**config.mk**
```make
export PLATFORM = sky130hd
export DESIGN_NAME = stack_engine
export DESIGN_NICKNAME = d
export VERILOG_FILES = /design/src/rtl/stack_pkg.sv /design/src/rtl/stack_ptr.sv /design/src/rtl/ctx_snap.sv /design/src/rtl/stack_seq.sv /design/src/rtl/stack_engine.sv
export SDC_FILE = /design/constraint.sdc
export NUM_CORES = 1
export LEC_CHECK = 0
export BUFFER_PORTS_ARGS = -buffer_cell sky130_fd_sc_hd__buf_2
export CORE_MARGIN = 2
export CORE_UTILIZATION = 49
export DETAILED_ROUTE_END_ITERATION = 8
export GPL_ROUTABILITY_DRIVEN = 0
export GPL_TIMING_DRIVEN = 0
export PLACE_DENSITY = 0.76
export SLEW_MARGIN = 40
export SYNTH_ARGS = -nofsm -noshare
export SYNTH_HDL_FRONTEND = slang
export SYNTH_HIERARCHICAL = 1
export SYNTH_SLANG_ARGS = --single-unit
export TNS_END_PERCENT = 30
```
**constraint.sdc**
```tcl
create_clock -name clk -period 3.2 [get_ports clk]
set_clock_uncertainty 0.2 [all_clocks]
set_input_delay 0.16 -clock clk [delete_from_list [all_inputs] [get_ports clk]]
set_output_delay 0.16 -clock clk [all_outputs]
set_load 0.01 [all_outputs]
```
**src/rtl/stack_pkg.sv**
```systemverilog
package stack_pkg;
  typedef enum logic [1:0] {
    OP_PUSH = 2'b00,
    OP_POP  = 2'b01,
    OP_CTX  = 2'b10,
    OP_RSVD = 2'b11
  } stk_op_e;

  typedef enum logic [2:0] {
    ST_IDLE,
    ST_WR_LO,
    ST_WR_HI,
    ST_RD_LO,
    ST_RD_HI
  } stk_state_e;
endpackage

```
**src/rtl/stack_ptr.sv**
```systemverilog
module stack_ptr #(
  parameter int unsigned ADDR_W = 16,
  parameter logic [ADDR_W-1:0] RESET_VAL = '0
) (
  input  logic              clk,
  input  logic              rst_n,
  input  logic              dec,
  input  logic              inc,
  output logic [ADDR_W-1:0] sp
);
  localparam logic [ADDR_W-1:0] STEP = ADDR_W'(2);

  always_ff @(posedge clk or negedge rst_n) begin
    if (!rst_n)   sp <= RESET_VAL;
    else if (dec) sp <= sp - STEP;
    else if (inc) sp <= sp + STEP;
  end
endmodule

```
**src/rtl/ctx_snap.sv**
```systemverilog
module ctx_snap #(
  parameter int unsigned WORD_W    = 16,
  parameter int unsigned NUM_SLOTS = 6,
  parameter int unsigned IDX_W     = 3
) (
  input  logic                        clk,
  input  logic                        rst_n,
  input  logic                        load,
  input  logic [NUM_SLOTS*WORD_W-1:0] words_in,
  input  logic [IDX_W-1:0]            idx,
  output logic [WORD_W-1:0]           word_out
);
  logic [WORD_W-1:0] slots [NUM_SLOTS];

  for (genvar g = 0; g < NUM_SLOTS; g++) begin : g_slot
    always_ff @(posedge clk or negedge rst_n) begin
      if (!rst_n)    slots[g] <= '0;
      else if (load) slots[g] <= words_in[g*WORD_W +: WORD_W];
    end
  end

  always_comb begin
    word_out = '0;
    if ({{(32-IDX_W){1'b0}}, idx} < NUM_SLOTS) word_out = slots[idx];
  end
endmodule

```
**src/rtl/stack_seq.sv**
```systemverilog
module stack_seq
  import stack_pkg::*;
#(
  parameter int unsigned ADDR_W  = 16,
  parameter int unsigned BYTE_W  = 8,
  parameter int unsigned NUM_CTX = 6,
  parameter int unsigned IDX_W   = 3
) (
  input  logic                  clk,
  input  logic                  rst_n,
  input  logic                  cmd_valid,
  input  logic [1:0]            cmd_op,
  input  logic [2*BYTE_W-1:0]   cmd_wdata,
  input  logic                  stack_empty,
  input  logic [ADDR_W-1:0]     sp,
  input  logic [2*BYTE_W-1:0]   slot_word,
  output logic [IDX_W-1:0]      slot_idx,
  output logic                  snap_load,
  output logic                  sp_dec,
  output logic                  sp_inc,
  output logic                  busy,
  output logic                  err,
  output logic                  underflow,
  output logic                  pop_valid,
  output logic [2*BYTE_W-1:0]   pop_data,
  output logic                  mem_en,
  output logic                  mem_we,
  output logic [ADDR_W-1:0]     mem_addr,
  output logic [BYTE_W-1:0]     mem_wdata,
  input  logic [BYTE_W-1:0]     mem_rdata
);
  localparam int unsigned WORD_W = 2 * BYTE_W;
  localparam logic [IDX_W-1:0] LAST_IDX = IDX_W'(NUM_CTX - 1);

  stk_state_e        state, state_nx;
  logic              in_ctx;
  logic [WORD_W-1:0] word_q;
  logic [WORD_W-1:0] wr_word;
  logic [BYTE_W-1:0] lo_q;
  logic              idle, accept, go_push, go_pop, go_ctx, refuse_pop;
  logic              ctx_more, hi_phase;

  assign idle       = (state == ST_IDLE);
  assign accept     = cmd_valid && idle;
  assign go_push    = accept && (cmd_op == OP_PUSH);
  assign go_ctx     = accept && (cmd_op == OP_CTX);
  assign go_pop     = accept && (cmd_op == OP_POP) && !stack_empty;
  assign refuse_pop = accept && (cmd_op == OP_POP) && stack_empty;
  assign ctx_more   = (state == ST_WR_HI) && in_ctx && (slot_idx != LAST_IDX);

  assign snap_load = go_ctx;
  assign sp_dec    = go_push || go_ctx || ctx_more;
  assign sp_inc    = (state == ST_RD_HI);
  assign busy      = !idle;

  always_comb begin
    state_nx = state;
    unique case (state)
      ST_IDLE: begin
        if (go_push || go_ctx) state_nx = ST_WR_LO;
        else if (go_pop)       state_nx = ST_RD_LO;
      end
      ST_WR_LO: state_nx = ST_WR_HI;
      ST_WR_HI: state_nx = ctx_more ? ST_WR_LO : ST_IDLE;
      ST_RD_LO: state_nx = ST_RD_HI;
      ST_RD_HI: state_nx = ST_IDLE;
      default:  state_nx = ST_IDLE;
    endcase
  end

  always_ff @(posedge clk or negedge rst_n) begin
    if (!rst_n) begin
      state     <= ST_IDLE;
      in_ctx    <= 1'b0;
      slot_idx  <= '0;
      word_q    <= '0;
      lo_q      <= '0;
      err       <= 1'b0;
      underflow <= 1'b0;
      pop_valid <= 1'b0;
      pop_data  <= '0;
    end else begin
      state     <= state_nx;
      pop_valid <= (state == ST_RD_HI);
      if (go_push) word_q <= cmd_wdata;
      if (go_ctx) begin
        in_ctx   <= 1'b1;
        slot_idx <= '0;
      end else if (ctx_more) begin
        slot_idx <= slot_idx + IDX_W'(1);
      end else if (state == ST_WR_HI) begin
        in_ctx <= 1'b0;
      end
      if (state == ST_RD_LO) lo_q <= mem_rdata;
      if (state == ST_RD_HI) pop_data <= {mem_rdata, lo_q};
      if ((cmd_valid && !idle) || (accept && cmd_op == OP_RSVD)) err <= 1'b1;
      if (refuse_pop) underflow <= 1'b1;
    end
  end

  assign hi_phase  = (state == ST_WR_HI) || (state == ST_RD_HI);
  assign wr_word   = in_ctx ? slot_word : word_q;
  assign mem_en    = !idle;
  assign mem_we    = (state == ST_WR_LO) || (state == ST_WR_HI);
  assign mem_addr  = hi_phase ? sp + ADDR_W'(1) : sp;
  assign mem_wdata = hi_phase ? wr_word[WORD_W-1:BYTE_W] : wr_word[BYTE_W-1:0];
endmodule

```
**src/rtl/stack_engine.sv**
```systemverilog
module stack_engine #(
  parameter int unsigned ADDR_W  = 16,
  parameter int unsigned BYTE_W  = 8,
  parameter int unsigned NUM_CTX = 6,
  parameter logic [ADDR_W-1:0] STACK_BASE = '0
) (
  input  logic                          clk,
  input  logic                          rst_n,
  input  logic                          cmd_valid,
  output logic                          cmd_ready,
  input  logic [1:0]                    cmd_op,
  input  logic [2*BYTE_W-1:0]           cmd_wdata,
  input  logic [NUM_CTX*2*BYTE_W-1:0]   ctx_words,
  output logic                          pop_valid,
  output logic [2*BYTE_W-1:0]           pop_data,
  output logic [ADDR_W-1:0]             sp_o,
  output logic                          busy_o,
  output logic                          err_o,
  output logic                          underflow_o,
  output logic                          mem_en,
  output logic                          mem_we,
  output logic [ADDR_W-1:0]             mem_addr,
  output logic [BYTE_W-1:0]             mem_wdata,
  input  logic [BYTE_W-1:0]             mem_rdata
);
  localparam int unsigned WORD_W = 2 * BYTE_W;
  localparam int unsigned IDX_W  = (NUM_CTX > 1) ? $clog2(NUM_CTX) : 1;

  logic              sp_dec, sp_inc, snap_load;
  logic [IDX_W-1:0]  slot_idx;
  logic [WORD_W-1:0] slot_word;

  stack_ptr #(.ADDR_W(ADDR_W), .RESET_VAL(STACK_BASE)) ptr_i (
    .clk(clk), .rst_n(rst_n), .dec(sp_dec), .inc(sp_inc), .sp(sp_o)
  );

  ctx_snap #(.WORD_W(WORD_W), .NUM_SLOTS(NUM_CTX), .IDX_W(IDX_W)) snap_i (
    .clk(clk), .rst_n(rst_n), .load(snap_load), .words_in(ctx_words),
    .idx(slot_idx), .word_out(slot_word)
  );

  stack_seq #(.ADDR_W(ADDR_W), .BYTE_W(BYTE_W), .NUM_CTX(NUM_CTX), .IDX_W(IDX_W)) seq_i (
    .clk(clk), .rst_n(rst_n), .cmd_valid(cmd_valid), .cmd_op(cmd_op),
    .cmd_wdata(cmd_wdata), .stack_empty(sp_o == STACK_BASE), .sp(sp_o),
    .slot_word(slot_word), .slot_idx(slot_idx), .snap_load(snap_load),
    .sp_dec(sp_dec), .sp_inc(sp_inc), .busy(busy_o), .err(err_o),
    .underflow(underflow_o), .pop_valid(pop_valid), .pop_data(pop_data),
    .mem_en(mem_en), .mem_we(mem_we), .mem_addr(mem_addr),
    .mem_wdata(mem_wdata), .mem_rdata(mem_rdata)
  );

  assign cmd_ready = !busy_o;
endmodule

```
# Yosys cells after proc, flatten, opt, wreduce, memory -nomap -nowiden
# Index checks and enable logic that the tools add are counted.
dict set report word_totals {
  reg_bits 162
  output_inout_bits 63
  in_bits 125
  word_cells 75
}
dict set report op_classes {
  mux 18
  magnitude_cmp 2
  eq_ne 10
  bitwise 1
  add_sub_neg 4
  reduce_logical 24
}
# cell count
set op_table {}
lappend op_table {{16-bit 2-to-1 mux} 7}
lappend op_table {{16-bit binary-select mux with 3-bit select} 1}
lappend op_table {{16-bit by 1-bit adder with 16-bit output, second input constant} 1}
lappend op_table {{16-bit by 2-bit adder with 16-bit output, second input constant} 1}
lappend op_table {{16-bit zero test} 1}
lappend op_table {{16-bit by 2-bit subtractor with 16-bit output, second input constant} 1}
lappend op_table {{3-bit 2-to-1 mux} 4}
lappend op_table {{3-bit case mux with 4 select lines} 1}
lappend op_table {{1-bit logical AND} 10}
lappend op_table {{8-bit 2-to-1 mux} 1}
lappend op_table {{3-bit by 2-bit equality test with 1-bit output, second input constant} 2}
lappend op_table {{3-bit != test, second input constant} 2}
lappend op_table {{2-bit nonzero test} 3}
lappend op_table {{1-bit logical OR} 5}
lappend op_table {{2-bit equality test, second input constant} 2}
lappend op_table {{4-bit greater-or-equal comparator, second input constant} 1}
lappend op_table {{1-bit 2-to-1 mux} 4}
lappend op_table {{3-bit inverter with 4-bit output} 1}
lappend op_table {{3-bit by 1-bit adder with 3-bit output, second input constant} 1}
lappend op_table {{3-bit by 1-bit equality test with 1-bit output, second input constant} 1}
lappend op_table {{3-bit equality test, second input constant} 1}
lappend op_table {{3-bit zero test} 1}
lappend op_table {{3-bit less-than comparator, second input constant} 1}
lappend op_table {{2-bit by 1-bit equality test with 1-bit output, second input constant} 1}
lappend op_table {{other kinds (4)} 5}

# Logic depth before layout (Yosys ltp)
dict set report logic_depth {
  depth_word 7
  ltp_mapped 12
  mapped_depth_nobuf 11
}

# Modules after synthesis
# The synthesis kept the hierarchy.
# mod area_per_inst_um2 seq_area_each_um2 cells_per_inst n_inst
set modules_own_cells {}
lappend modules_own_cells {ctx_snap 4431.8 2402.3 298 1}
lappend modules_own_cells {stack_seq 2610.0 1251.2 201 1}
lappend modules_own_cells {stack_ptr 1252.5 375.4 140 1}
lappend modules_own_cells {stack_engine 37.5 0.0 6 1}

# Worst setup path after synthesis
# Ideal clock, no wire load.
dict set report synth_timing {
  path_type {register -> register}
  startpoint {reg seq_i.state[1]}
  endpoint {reg ptr_i.sp[11]}
  stages_incl_launch_ff 11
  t_required_ps 2905
  setup_time_ps 95
  setup_slack_ps 144
  arrival_ps 2761
  synth_period_minus_slack_ps 3056
  cell_sequence {dfrtp_1 buf_6 nor4b_4 nand2b_4 nand2_1 ha_1 a21o_1 a221oi_4 nor2b_1 o21a_1 o31ai_1}
}
dict set report synth_via {
  elab_chain_len 6
}
# item line_no
set synth_lines {}
lappend synth_lines {{start, declared} stack_seq.sv:35} ;# stk_state_e state, state_nx;
lappend synth_lines {{start signal, assigned} stack_seq.sv:83} ;# state <= state_nx;
lappend synth_lines {{3-bit zero test} stack_seq.sv:43} ;# assign idle = (state == ST_IDLE);
lappend synth_lines {{1-bit logical AND} stack_seq.sv:44} ;# assign accept = cmd_valid && idle;
lappend synth_lines {{1-bit logical AND (on tied branches)} {stack_seq.sv:45, stack_seq.sv:46}}
lappend synth_lines {{1-bit logical OR} stack_seq.sv:52} ;# assign sp_dec = go_push || go_ctx || ctx_more;
lappend synth_lines {{1-bit logical OR (*)} stack_seq.sv:52}
lappend synth_lines {{net sp_dec} stack_engine.sv:29} ;# logic sp_dec, sp_inc, snap_load;
lappend synth_lines {{16-bit 2-to-1 mux or 2-bit nonzero test (tied branches)} -}
lappend synth_lines {{end signal, assigned} stack_ptr.sv:15} ;# else if (dec) sp <= sp - STEP;
lappend synth_lines {{end signal, assigned} stack_ptr.sv:16} ;# else if (inc) sp <= sp + STEP;
lappend synth_lines {{end, declared} stack_ptr.sv:9} ;# output logic [ADDR_W-1:0] sp
# The timed path passes the listed nets; every way through them passes the cells marked *.
# A chain may end at the register's enable or synchronous reset.

# Final worst setup path
dict set report layout_timing {
  startpoint {reg seq_i.state[0]}
  endpoint {reg ptr_i.sp[14]}
}
# The elaborated chain is that of the path after synthesis.

==> report_table.html <==
<table>
<tr><th>Metric</th><th>Value</th></tr>
<tr><th colspan="2">Status</th></tr>
<tr><td>Run status</td><td>completed</td></tr>
<tr><th colspan="2">Cells and area</th></tr>
<tr><td>Finished Core Util</td><td>slightly below 70%</td></tr>
<tr><td>Fraction of final layout cells sized beyond drive strength 1</td><td>a little under two fifths</td></tr>
<tr><td>Finished Cell Area</td><td>between 0.01 and 0.015 mm2</td></tr>
<tr><td>Area occupied by multi-input gates</td><td>roughly 0.004 mm2</td></tr>
<tr><td>Final std cells w/o fill</td><td>between 1000 and 1500</td></tr>
<tr><td>Sequential standard cell area</td><td>~0.004 mm2</td></tr>
<tr><td># diodes</td><td>0</td></tr>
<tr><td>Number of nets in the layout</td><td>around 1100</td></tr>
<tr><td>Area added between synthesis and finish</td><td>37.69%</td></tr>
<tr><td>Fill cell total of the finished layout</td><td>1183</td></tr>
<tr><th colspan="2">Global routing</th></tr>
<tr><td>Global-route wire length before repair</td><td>around 38000 um</td></tr>
<tr><td>Remaining Overflow, GRT</td><td>0</td></tr>
<tr><td>Largest net degree at the start of global routing</td><td>75</td></tr>
<tr><td>Vias in the first global route</td><td>~7000</td></tr>
<tr><td>GRT Resource Usage Total</td><td>between 20% and 30%</td></tr>
<tr><td>Initial antenna violation count</td><td>1</td></tr>
<tr><th colspan="2">Setup path</th></tr>
<tr><td>CP arrival</td><td>about 3.2 ns</td></tr>
<tr><td>Dominant delay contributor by cell family on the critical path</td><td>compound AO/OA/AOI/OAI gates</td></tr>
<tr><td>Nature of the critical path endpoint</td><td>flip-flop</td></tr>
<tr><td>Startpoint type of the worst setup path</td><td>flip-flop</td></tr>
<tr><td>Crit-path most repeated cell</td><td>sky130_fd_sc_hd__a21o_1</td></tr>
<tr><td>Largest fanout on the critical path</td><td>10</td></tr>
<tr><td>Slack of the worst reg-to-reg path</td><td>0.18 ns</td></tr>
<tr><td>CP max stage delay</td><td>0.41 ns</td></tr>
<tr><td>Slowest stage cell, crit path</td><td>sky130_fd_sc_hd__nor4b_4</td></tr>
<tr><td>Data required, critical path</td><td>between 3 and 4 ns</td></tr>
<tr><td>Ordered cell list for the critical path</td><td>buf_4 -&gt; nor4b_4 -&gt; nand2b_4 -&gt; nand2_4 -&gt; ha_1 -&gt; a21o_1 -&gt; a21o_1 -&gt; a21o_1 -&gt; o31a_1 -&gt; o31ai_1</td></tr>
<tr><td>CP Buf/Inv Count</td><td>1</td></tr>
<tr><td>Worst setup path category</td><td>flip-flop to flip-flop</td></tr>
<tr><th colspan="2">Routing</th></tr>
<tr><td>Detailed-route via count</td><td>about 6700</td></tr>
<tr><td>Via density</td><td>between 5 and 6</td></tr>
<tr><td>DRT iter0 DRCs</td><td>around 380</td></tr>
<tr><td>Routed Antenna Nets</td><td>0</td></tr>
<tr><td>Detailed-route wire length per cell</td><td>just over 20 um</td></tr>
<tr><td>First-pass DRT Iterations</td><td>6</td></tr>
<tr><td>Number of DRC violations after detailed routing</td><td>0</td></tr>
<tr><td>Total length of routed wires</td><td>approximately 25000 um</td></tr>
<tr><th colspan="2">Synth</th></tr>
<tr><td>Top post-synthesis cells by area</td><td>sky130_fd_sc_hd__dfrtp_1 48%, sky130_fd_sc_hd__mux2_2 11%, sky130_fd_sc_hd__mux2i_1 5.8%</td></tr>
<tr><td>Number of storage elements in the synthesis netlist</td><td>roughly 160</td></tr>
<tr><td>Syn Area/Cell</td><td>12.92 um2</td></tr>
<tr><td>Post-Synthesis Cells</td><td>645</td></tr>
<tr><td>Number of enable flip-flop cells after synthesis</td><td>0</td></tr>
<tr><td>Number of distinct library cells after synthesis</td><td>62</td></tr>
<tr><td>Post-synthesis async set-or-reset flop share</td><td>100.0%</td></tr>
<tr><td>Mapped Area</td><td>around 0.0083 mm2</td></tr>
<tr><td>Commonest register cell after synthesis</td><td>sky130_fd_sc_hd__dfrtp_1</td></tr>
<tr><td>Sequential cell area fraction in the yosys report</td><td>between 40 and 50%</td></tr>
<tr><td>Cell type with the largest total area after synthesis</td><td>sky130_fd_sc_hd__dfrtp_1</td></tr>
<tr><td>Synthesized netlist net count</td><td>roughly 790</td></tr>
<tr><td>Area fraction of the dominant cell type after synthesis</td><td>about half</td></tr>
<tr><td>Total number of yosys warnings</td><td>6</td></tr>
<tr><th colspan="2">Timing</th></tr>
<tr><td>Final Setup Violations</td><td>0</td></tr>
<tr><td>Maximum clock frequency</td><td>between 300 and 400 MHz</td></tr>
<tr><td>Number of pins exceeding their max-slew limit in the final report</td><td>0</td></tr>
<tr><td>Share of the cycle needed by the critical path after routing</td><td>94.39%</td></tr>
<tr><td>Worst hold slack</td><td>about 0.023 ns</td></tr>
<tr><td>Slew headroom</td><td>between 50% and 60%</td></tr>
<tr><td>Worst Max-Slew Pin Slew</td><td>slightly below 0.7 ns</td></tr>
<tr><td>Final setup TNS</td><td>0 ns</td></tr>
<tr><td>Min Tclk post-route</td><td>about 3.0 ns</td></tr>
<tr><td>Final critical-path setup slack</td><td>between 0.15 and 0.2 ns</td></tr>
<tr><td>Final Hold Vio Count</td><td>0</td></tr>
<tr><th colspan="2">Clock tree</th></tr>
<tr><td>Longest Clk Path Bufs</td><td>2</td></tr>
<tr><td>CTS Root Buffer Type</td><td>sky130_fd_sc_hd__clkbuf_16</td></tr>
<tr><td>Number of clock sinks</td><td>between 150 and 200</td></tr>
<tr><td>Clock buffer count from CTS</td><td>17</td></tr>
<tr><td>Clock transition time at the flip-flop clock pins of the worst setup and hold paths</td><td>~0.060 ns</td></tr>
<tr><td>Depth of the CTS H-tree</td><td>4</td></tr>
<tr><td>TritonCTS clock tree</td><td>done</td></tr>
<tr><td>Clock network latency to the later pin of the worst-skew pair</td><td>between 0.4 and 0.5 ns</td></tr>
<tr><th colspan="2">Worst hold path</th></tr>
<tr><td>Class of the most critical hold timing path</td><td>primary input to asynchronous set/reset pin</td></tr>
<tr><th colspan="2">Placement</th></tr>
<tr><td>Detailed placer's ending HPWL</td><td>between 15000 and 20000 um</td></tr>
<tr><td># placed instances</td><td>about 1100</td></tr>
<tr><td>Total cell area at the placement stage</td><td>0.009603 mm2</td></tr>
<tr><td>Buffers on Ports</td><td>~190</td></tr>
<tr><td>Pre-CTS setup slack</td><td>-0.4001 ns</td></tr>
<tr><th colspan="2">Die</th></tr>
<tr><td>Height of the chip</td><td>~130 um</td></tr>
<tr><td>Total die area</td><td>roughly 0.018 mm2</td></tr>
<tr><td>CORE AREA</td><td>roughly 0.017 mm2</td></tr>
<tr><td>Cell Rows</td><td>47</td></tr>
<tr><td>Horizontal die dimension</td><td>134.4 um</td></tr>
<tr><td>Total I/O pin count</td><td>about 190</td></tr>
<tr><td>Initial Utilization</td><td>between 50% and 60%</td></tr>
<tr><th colspan="2">Pwr</th></tr>
<tr><td>PD cells</td><td>a little under 1000 mW/mm2</td></tr>
<tr><td>Max VDD drop</td><td>roughly 0.67 mV</td></tr>
<tr><td>Post-layout power</td><td>around 11 mW</td></tr>
<tr><td>Static Leakage</td><td>between 5 and 6 nW</td></tr>
<tr><th colspan="2">Job</th></tr>
<tr><td>Number of maximum-capacitance violations</td><td>0</td></tr>
</table>
==> Yosys cell counts (9+ instances only) <==
cell type / instances
sky130_fd_sc_hd__dfrtp_1: 161
sky130_fd_sc_hd__mux2_2: 79
sky130_fd_sc_hd__nand2_1: 50
sky130_fd_sc_hd__mux2i_1: 48
sky130_fd_sc_hd__mux2_1: 40
sky130_fd_sc_hd__o21ai_1: 18
sky130_fd_sc_hd__buf_2: 16
sky130_fd_sc_hd__ha_1: 16
sky130_fd_sc_hd__o32a_1: 16
sky130_fd_sc_hd__xnor2_1: 13
sky130_fd_sc_hd__a21o_1: 12
sky130_fd_sc_hd__a21oi_1: 12
sky130_fd_sc_hd__nand3_1: 11
sky130_fd_sc_hd__buf_6: 10
sky130_fd_sc_hd__mux2_4: 10
sky130_fd_sc_hd__o21ai_0: 9
sky130_fd_sc_hd__xor2_1: 9
==> cell families (layout without fill, tap and decap cells) <==
group | Yosys count | count (layout) | synth area share (%)
compound gates | 85 | 85 | 7.254
buf+inv | 44 | 389 | 4.025
fa+ha+maj | 17 | 17 | 2.643
mux | 185 | 185 | 25.81
other cells | 1 | 1 | 0.04501
simple gates | 129 | 130 | 9.221
flops | 161 | 161 | 48.36
xor+xnor | 23 | 23 | 2.643
==> cell usage in the layout, fill, tap and decap left out, types with 10 or more instances in the layout <==
| cell | synthesis | routed |
|---|---|---|
| sky130_fd_sc_hd__dlygate4sd3_1 | 0 | 125 |
| sky130_fd_sc_hd__o21ai_1 | 18 | 18 |
| sky130_fd_sc_hd__mux2i_1 | 48 | 48 |
| sky130_fd_sc_hd__mux2_4 | 10 | 10 |
| sky130_fd_sc_hd__xnor2_1 | 13 | 13 |
| sky130_fd_sc_hd__a21oi_1 | 12 | 11 |
| sky130_fd_sc_hd__mux2_2 | 79 | 79 |
| sky130_fd_sc_hd__nand2_1 | 50 | 49 |
| sky130_fd_sc_hd__buf_2 | 16 | 201 |
| sky130_fd_sc_hd__dfrtp_1 | 161 | 161 |
| sky130_fd_sc_hd__buf_6 | 10 | 10 |
| sky130_fd_sc_hd__a21o_1 | 12 | 12 |
| sky130_fd_sc_hd__ha_1 | 16 | 16 |
| sky130_fd_sc_hd__clkbuf_16 | 0 | 17 |
| sky130_fd_sc_hd__mux2_1 | 40 | 40 |
| sky130_fd_sc_hd__o32a_1 | 16 | 16 |
| sky130_fd_sc_hd__nand3_1 | 11 | 10 |
==> report_power, final <==
group          internal, mW  total [mW]  switching (mW)
Sequential             3.04        3.78           0.743
Clock                  1.16        1.97           0.816
Combinational          2.74        5.59            2.85
==> worst reg2reg max path, cell delays in order, from the launching register on <==
cell,delay [ns]
sky130_fd_sc_hd__dfrtp_1,0.36
sky130_fd_sc_hd__buf_4,0.18
sky130_fd_sc_hd__nor4b_4,0.42
sky130_fd_sc_hd__nand2b_4,0.15
sky130_fd_sc_hd__nand2_4,0.18
sky130_fd_sc_hd__ha_1,0.33
sky130_fd_sc_hd__a21o_1,0.22
sky130_fd_sc_hd__a21o_1,0.18
sky130_fd_sc_hd__a21o_1,0.19
sky130_fd_sc_hd__o31a_1,0.27
sky130_fd_sc_hd__o31ai_1,0.24
==> cell type report <==
class	instances	area share [%]
sequential	161	35.12
timing repair buffer	315	19.72
clock buffer	20	3.894
inverter	6	0.1963
tap	220	2.399
buffer	38	2.727
multi-input combinational	441	34.95
clock inverter	10	0.9925
==> worst paths after layout <==
| path | from | to | depth (start not counted) |
|---|---|---|---|
| worst max-delay path | seq_i/state[0] | ptr_i/sp[14] | 10 |
| worst min register to register | seq_i/underflow | seq_i/underflow | 1 |
| worst min-delay path | rst_n | snap_i/slots[86] | 2 |
| min in group clk | cmd_op[1] | seq_i/underflow | 3 |
| max in group asynchronous | rst_n | seq_i/word_q[2] | 3 |
| worst max register to register | seq_i/state[0] | ptr_i/sp[14] | 10 |
==> registers in the layout, summed over array words and instances (netlist names) <==
name and cells:
seq_i/underflow 1, seq_i/in_ctx 1, snap_i/slots 96, seq_i/pop_valid 1
ptr_i/sp 15, seq_i/lo_q 8, seq_i/pop_data 16, seq_i/err 1
seq_i/slot_idx 3, seq_i/state 3, seq_i/word_q 16
==> timing repair <==
item / CTS / global route
cloned: 1 / 0
pin swaps: 1 / 1
setup endpoints to repair: 10 / 4
gates resized for setup: 3 / 5
hold endpoints to repair: 292 / 0
setup buffers: 0 / 2
hold buffers: 125 / 0
==> per-layer routing <==
metal	up-vias	GRT usage, %	routed length [um]
met3	53	7.748	1718
met2	278	47.45	12240
met5	-	0	0
li1	3044	-	-
met1	3324	33.86	9992
met4	0	9.942	731
Power figures use the tool's default switching activity.
